**config.mk**
```make
export PLATFORM = sky130hd
export DESIGN_NAME = tmr_wake_ctl
export DESIGN_NICKNAME = d
export VERILOG_FILES = /design/src/rtl/tmr_wake_pkg.sv /design/src/rtl/tmr_wake_regdec.sv /design/src/rtl/tmr_wake_core.sv /design/src/rtl/tmr_wake_ctl.sv
export SDC_FILE = /design/constraint.sdc
export NUM_CORES = 1
export LEC_CHECK = 0
export ABC_AREA = 1
export BUFFER_PORTS_ARGS = -buffer_cell sky130_fd_sc_hd__buf_2
export CAP_MARGIN = 5
export CORE_MARGIN = 4
export CORE_UTILIZATION = 30
export DETAILED_ROUTE_END_ITERATION = 8
export MAX_ROUTING_LAYER = met4
export SETUP_SLACK_MARGIN = 0.15
export SLEW_MARGIN = 10
export SYNTH_ARGS = -nofsm -noshare
export SYNTH_HDL_FRONTEND = slang
export SYNTH_SLANG_ARGS = --single-unit
```
**constraint.sdc**
```tcl
create_clock -name clk -period 1.2 [get_ports clk]
set_input_delay 0.24 -clock clk [delete_from_list [all_inputs] [get_ports clk]]
set_output_delay 0.24 -clock clk [all_outputs]
set_load 0.05 [all_outputs]
```
**src/rtl/tmr_wake_pkg.sv**
```systemverilog
package tmr_wake_pkg;

  localparam int NSRC   = 3;
  localparam int ADDR_W = 2;

  localparam int SRC_OVF = 0;
  localparam int SRC_ALM = 1;
  localparam int SRC_PER = 2;

  localparam logic [ADDR_W-1:0] A_EV_SET  = 2'd0;
  localparam logic [ADDR_W-1:0] A_EV_CLR  = 2'd1;
  localparam logic [ADDR_W-1:0] A_WAKE_EN = 2'd2;
  localparam logic [ADDR_W-1:0] A_WAKE_CL = 2'd3;

  typedef struct packed {
    logic [NSRC-1:0] evSet;
    logic [NSRC-1:0] evClr;
    logic            wenLoad;
    logic [NSRC-1:0] wenData;
    logic [NSRC-1:0] wkClr;
  } ctlStb_t;

endpackage

```
**src/rtl/tmr_wake_regdec.sv**
```systemverilog
module tmr_wake_regdec
  import tmr_wake_pkg::*;
(
  input  logic              regWr,
  input  logic [ADDR_W-1:0] regAddr,
  input  logic [NSRC-1:0]   regData,
  output ctlStb_t           stb
);

  always_comb begin
    stb = '0;
    if (regWr) begin
      unique case (regAddr)
        A_EV_SET:  stb.evSet = regData;
        A_EV_CLR:  stb.evClr = regData;
        A_WAKE_EN: begin
          stb.wenLoad = 1'b1;
          stb.wenData = regData;
        end
        A_WAKE_CL: stb.wkClr = regData;
        default:   stb = '0;
      endcase
    end
  end

endmodule

```
**src/rtl/tmr_wake_core.sv**
```systemverilog
module tmr_wake_core
  import tmr_wake_pkg::*;
#(
  parameter int PRESC_W = 32,
  parameter int SEL_W   = $clog2(PRESC_W)
) (
  input  logic               clk,
  input  logic               rstN,
  input  logic               ovfPulse,
  input  logic               alarmHit,
  input  logic [PRESC_W-1:0] prescVal,
  input  logic [SEL_W-1:0]   prescSel,
  input  logic               sleepReq,
  input  ctlStb_t            stb,
  output logic [NSRC-1:0]    evtOut,
  output logic [NSRC-1:0]    wakeStatus,
  output logic               wakeReq,
  output logic               asleep
);

  logic            selBit;
  logic            selBitDly;
  logic            perEdge;
  logic [NSRC-1:0] srcVec;
  logic [NSRC-1:0] evMask;
  logic [NSRC-1:0] wakeEn;

  // periodic source: rising edge of the chosen prescaler stage
  assign selBit  = prescVal[prescSel];
  assign perEdge = selBit & ~selBitDly;

  always_ff @(posedge clk) begin
    if (!rstN) selBitDly <= 1'b0;
    else       selBitDly <= selBit;
  end

  always_comb begin
    srcVec          = '0;
    srcVec[SRC_OVF] = ovfPulse;
    srcVec[SRC_ALM] = alarmHit;
    srcVec[SRC_PER] = perEdge;
  end

  always_ff @(posedge clk) begin
    if (!rstN)            wakeEn <= '0;
    else if (stb.wenLoad) wakeEn <= stb.wenData;
  end

  for (genvar i = 0; i < NSRC; i++) begin : g_src
    // event mask bit: set and clear come from different addresses
    always_ff @(posedge clk) begin
      if (!rstN)              evMask[i] <= 1'b0;
      else if (stb.evSet[i])  evMask[i] <= 1'b1;
      else if (stb.evClr[i])  evMask[i] <= 1'b0;
    end

    always_ff @(posedge clk) begin
      if (!rstN) evtOut[i] <= 1'b0;
      else       evtOut[i] <= srcVec[i] & evMask[i];
    end

    // wake status: a new set beats a software clear
    always_ff @(posedge clk) begin
      if (!rstN)                       wakeStatus[i] <= 1'b0;
      else if (srcVec[i] & wakeEn[i])  wakeStatus[i] <= 1'b1;
      else if (stb.wkClr[i])           wakeStatus[i] <= 1'b0;
    end
  end

  assign wakeReq = |wakeStatus;

  always_ff @(posedge clk) begin
    if (!rstN)         asleep <= 1'b0;
    else if (wakeReq)  asleep <= 1'b0;
    else if (sleepReq) asleep <= 1'b1;
  end

endmodule

```
**src/rtl/tmr_wake_ctl.sv**
```systemverilog
module tmr_wake_ctl
  import tmr_wake_pkg::*;
#(
  parameter int PRESC_W = 32,
  localparam int SEL_W  = $clog2(PRESC_W)
) (
  input  logic               clk,
  input  logic               rstN,
  input  logic               ovfPulse,
  input  logic               alarmHit,
  input  logic [PRESC_W-1:0] prescVal,
  input  logic [SEL_W-1:0]   prescSel,
  input  logic               regWr,
  input  logic [1:0]         regAddr,
  input  logic [2:0]         regData,
  input  logic               sleepReq,
  output logic [2:0]         evtOut,
  output logic [2:0]         wakeStatus,
  output logic               wakeReq,
  output logic               asleep
);

  ctlStb_t ctlStb;

  tmr_wake_regdec u_dec (
    .regWr   (regWr),
    .regAddr (regAddr),
    .regData (regData),
    .stb     (ctlStb)
  );

  tmr_wake_core #(
    .PRESC_W (PRESC_W),
    .SEL_W   (SEL_W)
  ) u_core (
    .clk        (clk),
    .rstN       (rstN),
    .ovfPulse   (ovfPulse),
    .alarmHit   (alarmHit),
    .prescVal   (prescVal),
    .prescSel   (prescSel),
    .sleepReq   (sleepReq),
    .stb        (ctlStb),
    .evtOut     (evtOut),
    .wakeStatus (wakeStatus),
    .wakeReq    (wakeReq),
    .asleep     (asleep)
  );

endmodule

```
* Yosys cells after proc, flatten, opt, wreduce, memory -nomap -nowiden
Cells that the tools add are included.
Storage, ports and cells: register bits after elaboration 14, output and inout port bits 8, input port bits 48, logic and storage cells 53
Operators by class: equal/unequal tests 3, reduce and logical (&&, ||, !) cells 9, mux-type cells 19, bitwise logic cells 9, order comparisons 1
Operators with widths (count):
- two-way mux 1 bit | 13
- two-way mux 13 bit | 1
- nonzero test 2 bit | 6
- two-way mux 3 bit | 3
- AND 1 bit | 7
- less-than comparator 5 x 6 -> 1 bit (second input constant) | 1
- binary-select mux 1 bit (select 5 bit) | 1
- equality test 2 bit (second input constant) | 2
- two-way mux 4 bit | 1
- OR reduction 4 bit | 1
- OR reduction 3 bit | 1
- equality test 2 x 1 -> 1 bit (second input constant) | 1
- zero test 2 bit | 1
- inverter 1 bit | 2

* Logic depth before layout (Yosys ltp)
depth after elaboration 5, depth in mapped cells 11, gate-level depth less buffers 9

* Cells and area by module
A second synthesis with hierarchy kept.
Second synthesis, totals: cells, all modules 156, area total of the unflattened synthesis 928.4 um^2
Modules (own cells, without submodules):
- tmr_wake_core | sequential area each 280.3 um^2, cells an instance 131, times used 1, area an instance 828.3 um^2
- tmr_wake_regdec | sequential area each 0.0 um^2, cells an instance 25, times used 1, area an instance 100.1 um^2

* Least setup slack after synthesis
Ideal clock, no wire load.
path type register to output, from register u_core.wakeStatus[1], to output wakeReq, slack -158 ps, stages on the path, launching flop included 2, data arrival time 1118 ps, data required time 960 ps, path buffers 0, cell sequence dfxtp_1 or3_1
Between the ends: longest elaborated chain between the ends 1
RTL lines:
- start: declaration | line tmr_wake_core.sv:16 | output logic [NSRC-1:0] wakeStatus,
- start signal: indexed assignment | line tmr_wake_core.sv:64 | if (!rstN) wakeStatus[i] <= 1'b0;
- start signal: indexed assignment | line tmr_wake_core.sv:65 | else if (srcVec[i] & wakeEn[i]) wakeStatus[i] <= 1'b1;
- start signal: indexed assignment | line tmr_wake_core.sv:66 | else if (stb.wkClr[i]) wakeStatus[i] <= 1'b0;
- OR reduction 3 bit | line tmr_wake_core.sv:70 | assign wakeReq = |wakeStatus;
- end: declaration | line tmr_wake_ctl.sv:19 | output logic wakeReq,
No other way between the ends.

* Worst setup path after layout
Ends and elaborated chain as after synthesis.

==> impl_metrics.py <==
metrics = {
    "status": {
        "status": "finished, violations left",
        "violations": "setup timing",
    },
    "synthesis": {
        "avgSynthCellArea_um2": 6.40,
        "yosys_warnings": 0,
        "synth_fp_nets": 183,
        "synth-seq-cells": 14,
        "yosysSeqAreaShare": 0.325,
        "synthesis.area_um2": 863,
        "syn_inst": 135,
        "ys_types": 21,
    },
    "place": {
        "io_buffers": 55,
        "globalplace.congestion": 0.834,
        "hpwlAfterDp_mm": 2.07,
    },
    "pwr": {
        "comb_power_share": 0.318,
        "sw_frac_of_total": 0.319,
        "cell_internal_pwr_mw": 0.777,
        "p_total_mw": 1.14,
        "p_per_area_mw_per_mm2": 850,
        "power_frac_clock": 0.246,
        "seq_power_share": 0.436,
        "p_leak_nw": 0.691,
        "peakVddDrop_mv": 0.694,
        "switchingPower_mw": 0.364,
    },
    "global_route": {
        "grt_overflow": 0,
        "grt_max_degree": 18,
        "grt_pass1_wl_mm": 4.20,
        "antenna_found_initial": 0,
        "grt_use_total": 0.149,
        "first_global_vias": 1003,
    },
    "sta": {
        "max_slew_margin": 0.790,
        "setup_viol": 2,
        "fmax_mhz": 707,
        "finClkSkew_ns": 0.00736,
        "rsz0062_at_grt": "yes",
        "worst_pin_slew_ns": 0.310,
        "slew_viol_final": 0,
        "hold_viol": 0,
        "min_period_ns": 1.41,
        "setup_ws_ns": -0.215,
        "period_share": 1.18,
    },
    "clock_tree": {
        "cts_tree": "yes",
        "cts_made_buffers": 3,
        "hold_buffers": 0,
        "cts_root_buf": "clkbuf_4",
        "clock_latency_ns": 0.28,
        "clock_sinks": 14,
        "htreeDepth": 1,
        "cts_buffer_depth": 2,
        "path_clk_slew_ns": 0.09,
    },
    "floorplan": {
        "core_mm2": 0.00276,
        "ios": 56,
        "die_w_um": 61.6,
        "initial_utilization": 0.313,
        "dieHeight_um": 61.6,
        "die_area_mm2": 0.00380,
        "rows": 19,
    },
    "layout": {
        "fill_cells": 288,
        "nNetsFinal": 246,
        "final_core_util": 0.487,
        "regArea_um2": 294,
        "drive_above_1_share": 0.421,
        "n_antenna_cell": 0,
        "multi_input_area_um2": 529,
        "syn2layout_area_growth_pct": 55.7,
    },
    "critical_path": {
        "slowest_delay_ns": 0.40,
        "cp_max_fo": 2,
        "crit_chain": "or3_4 -> buf_8",
        "cpMaxStageDelayCell": "or3_4",
        "worstPathRequired_ns": 0.96,
        "critPathBufInv": 1,
        "start_kind": "flop",
        "arrival_ns": 1.17,
        "r2r_setup_slack_ns": 0.16,
        "critical-path-top-delay-family": "simple AND/OR/NAND/NOR gates",
        "worstSetupEndpointType": "output port",
        "path_class": "reg -> out",
    },
    "drt": {
        "wl_per_cell_um": 12.2,
        "vias": 1105,
        "first_iter_violations": 80,
        "via_per_inst": 4.85,
        "routed_wirelength_mm": 2.78,
        "drcViolationCount": 0,
        "ant_nets": 0,
        "first_pass_iters": 4,
    },
    "run": {
        "cap_violations": 0,
    },
    "min_path": {
        "hold_path.class": "in -> reg",
    },
}
## registers in the layout, indices dropped and copies added (netlist names)
name and count:
u_core.wakeStatus 3, u_core.wakeEn 3, u_core.evtOut 3, u_core.asleep 1
u_core.selBitDly 1, u_core.evMask 3
## power groups by stage
stage	sequential [mW]	clock, mW	combinational, mW
2_1_floorplan	0.535	0	0.177
3_3_place_gp	0.506	0	0.311
3_5_place_dp	0.506	0	0.315
4_1_cts	0.495	0.284	0.348
5_1_grt	0.501	0.312	0.400
6_report	0.498	0.280	0.363
## logic make-up after synthesis
group | count (synthesis) | synth area share
buffers and inverters | 14 | 0.104
AOI/OAI and AO/OA | 15 | 0.100
DFF | 14 | 0.325
and+or+nand+nor | 92 | 0.471
## final cells by class
class                      count  area share
tap                           31      0.0289
clock buffer                   4      0.0196
inverter                      10      0.0335
timing repair buffer          62       0.305
sequential                    14       0.219
multi-input combinational    107       0.394
## cells in the final DEF (no fill, tap or decap), types with 2 or more instances in the layout
cell      instances
a211oi_1          2
a21oi_1           4
buf_2            46
buf_4             5
buf_6             6
buf_8             5
clkbuf_4          3
dfxtp_1           7
dfxtp_2           5
dfxtp_4           2
inv_1             8
nand2_1          47
nand2_2           3
nand3_1          24
nor2_1           10
nor3_1            3
o21ai_0           6
## worst min-delay path, cell delays in order
cell     delay, ns
buf_2         0.10
nand2_1       0.05
nor2_1        0.03
## layer usage
metal	GRT usage	part of all wire
met4	0.0273	0.0022
met5	-	0
met1	0.184	0.42
met3	0.0398	0.080
met2	0.244	0.50
## through the flow
step | std cells | TNS (ns) | cell area (µm²) | setup WS (ns) | hold WS, ns
after floorplan | 135 | 0 | 903 | 0.0811 | 0.329
after global placement | 218 | -0.361 | 1170 | -0.129 | 0.425
after detailed placement | 218 | -0.396 | 1170 | -0.136 | 0.425
after CTS | 226 | -0.204 | 1280 | -0.204 | 0.183
after global routing | 228 | -0.315 | 1340 | -0.244 | 0.195
final | 228 | -0.255 | 1340 | -0.215 | 0.173
## Yosys cell counts
cell type,number,area share
nand3b_2,1,0.013
nand2_2,1,0.0073
a21oi_1,5,0.029
buf_8,1,0.017
o311ai_0,1,0.010
o21ai_0,6,0.035
dfxtp_1,14,0.32
nor2_1,10,0.043
nand3_1,24,0.14
nand3_2,1,0.012
nor3_2,1,0.012
nand2_1,49,0.21
inv_8,1,0.013
buf_4,1,0.0087
a211oi_1,2,0.017
nor3_1,3,0.017
o31ai_1,1,0.0087
buf_6,2,0.026
or3_1,1,0.0073
inv_1,9,0.039
nand4_1,1,0.0073
## timing repair
action	in CTS	in global routing
endpoints found under the setup margin	8	11
pin swaps	1	2
gates resized for setup	18	15
buffers inserted	4	2
## final timing paths
check / startpoint / endpoint / cells after the start
worst max register to register: u_core.wakeStatus[0]$_SDFFE_PN0P_ / u_core.wakeStatus[0]$_SDFFE_PN0P_ / 6
worst max-delay path: u_core.wakeStatus[1]$_SDFFE_PN0P_ / wakeReq / 2
worst min-delay path: ovfPulse / u_core.evtOut[0]$_SDFF_PN0_ / 3
worst min register to register: u_core.evMask[0]$_SDFFE_PN0P_ / u_core.evtOut[0]$_SDFF_PN0_ / 2
(Power assumes the default switching activity.)
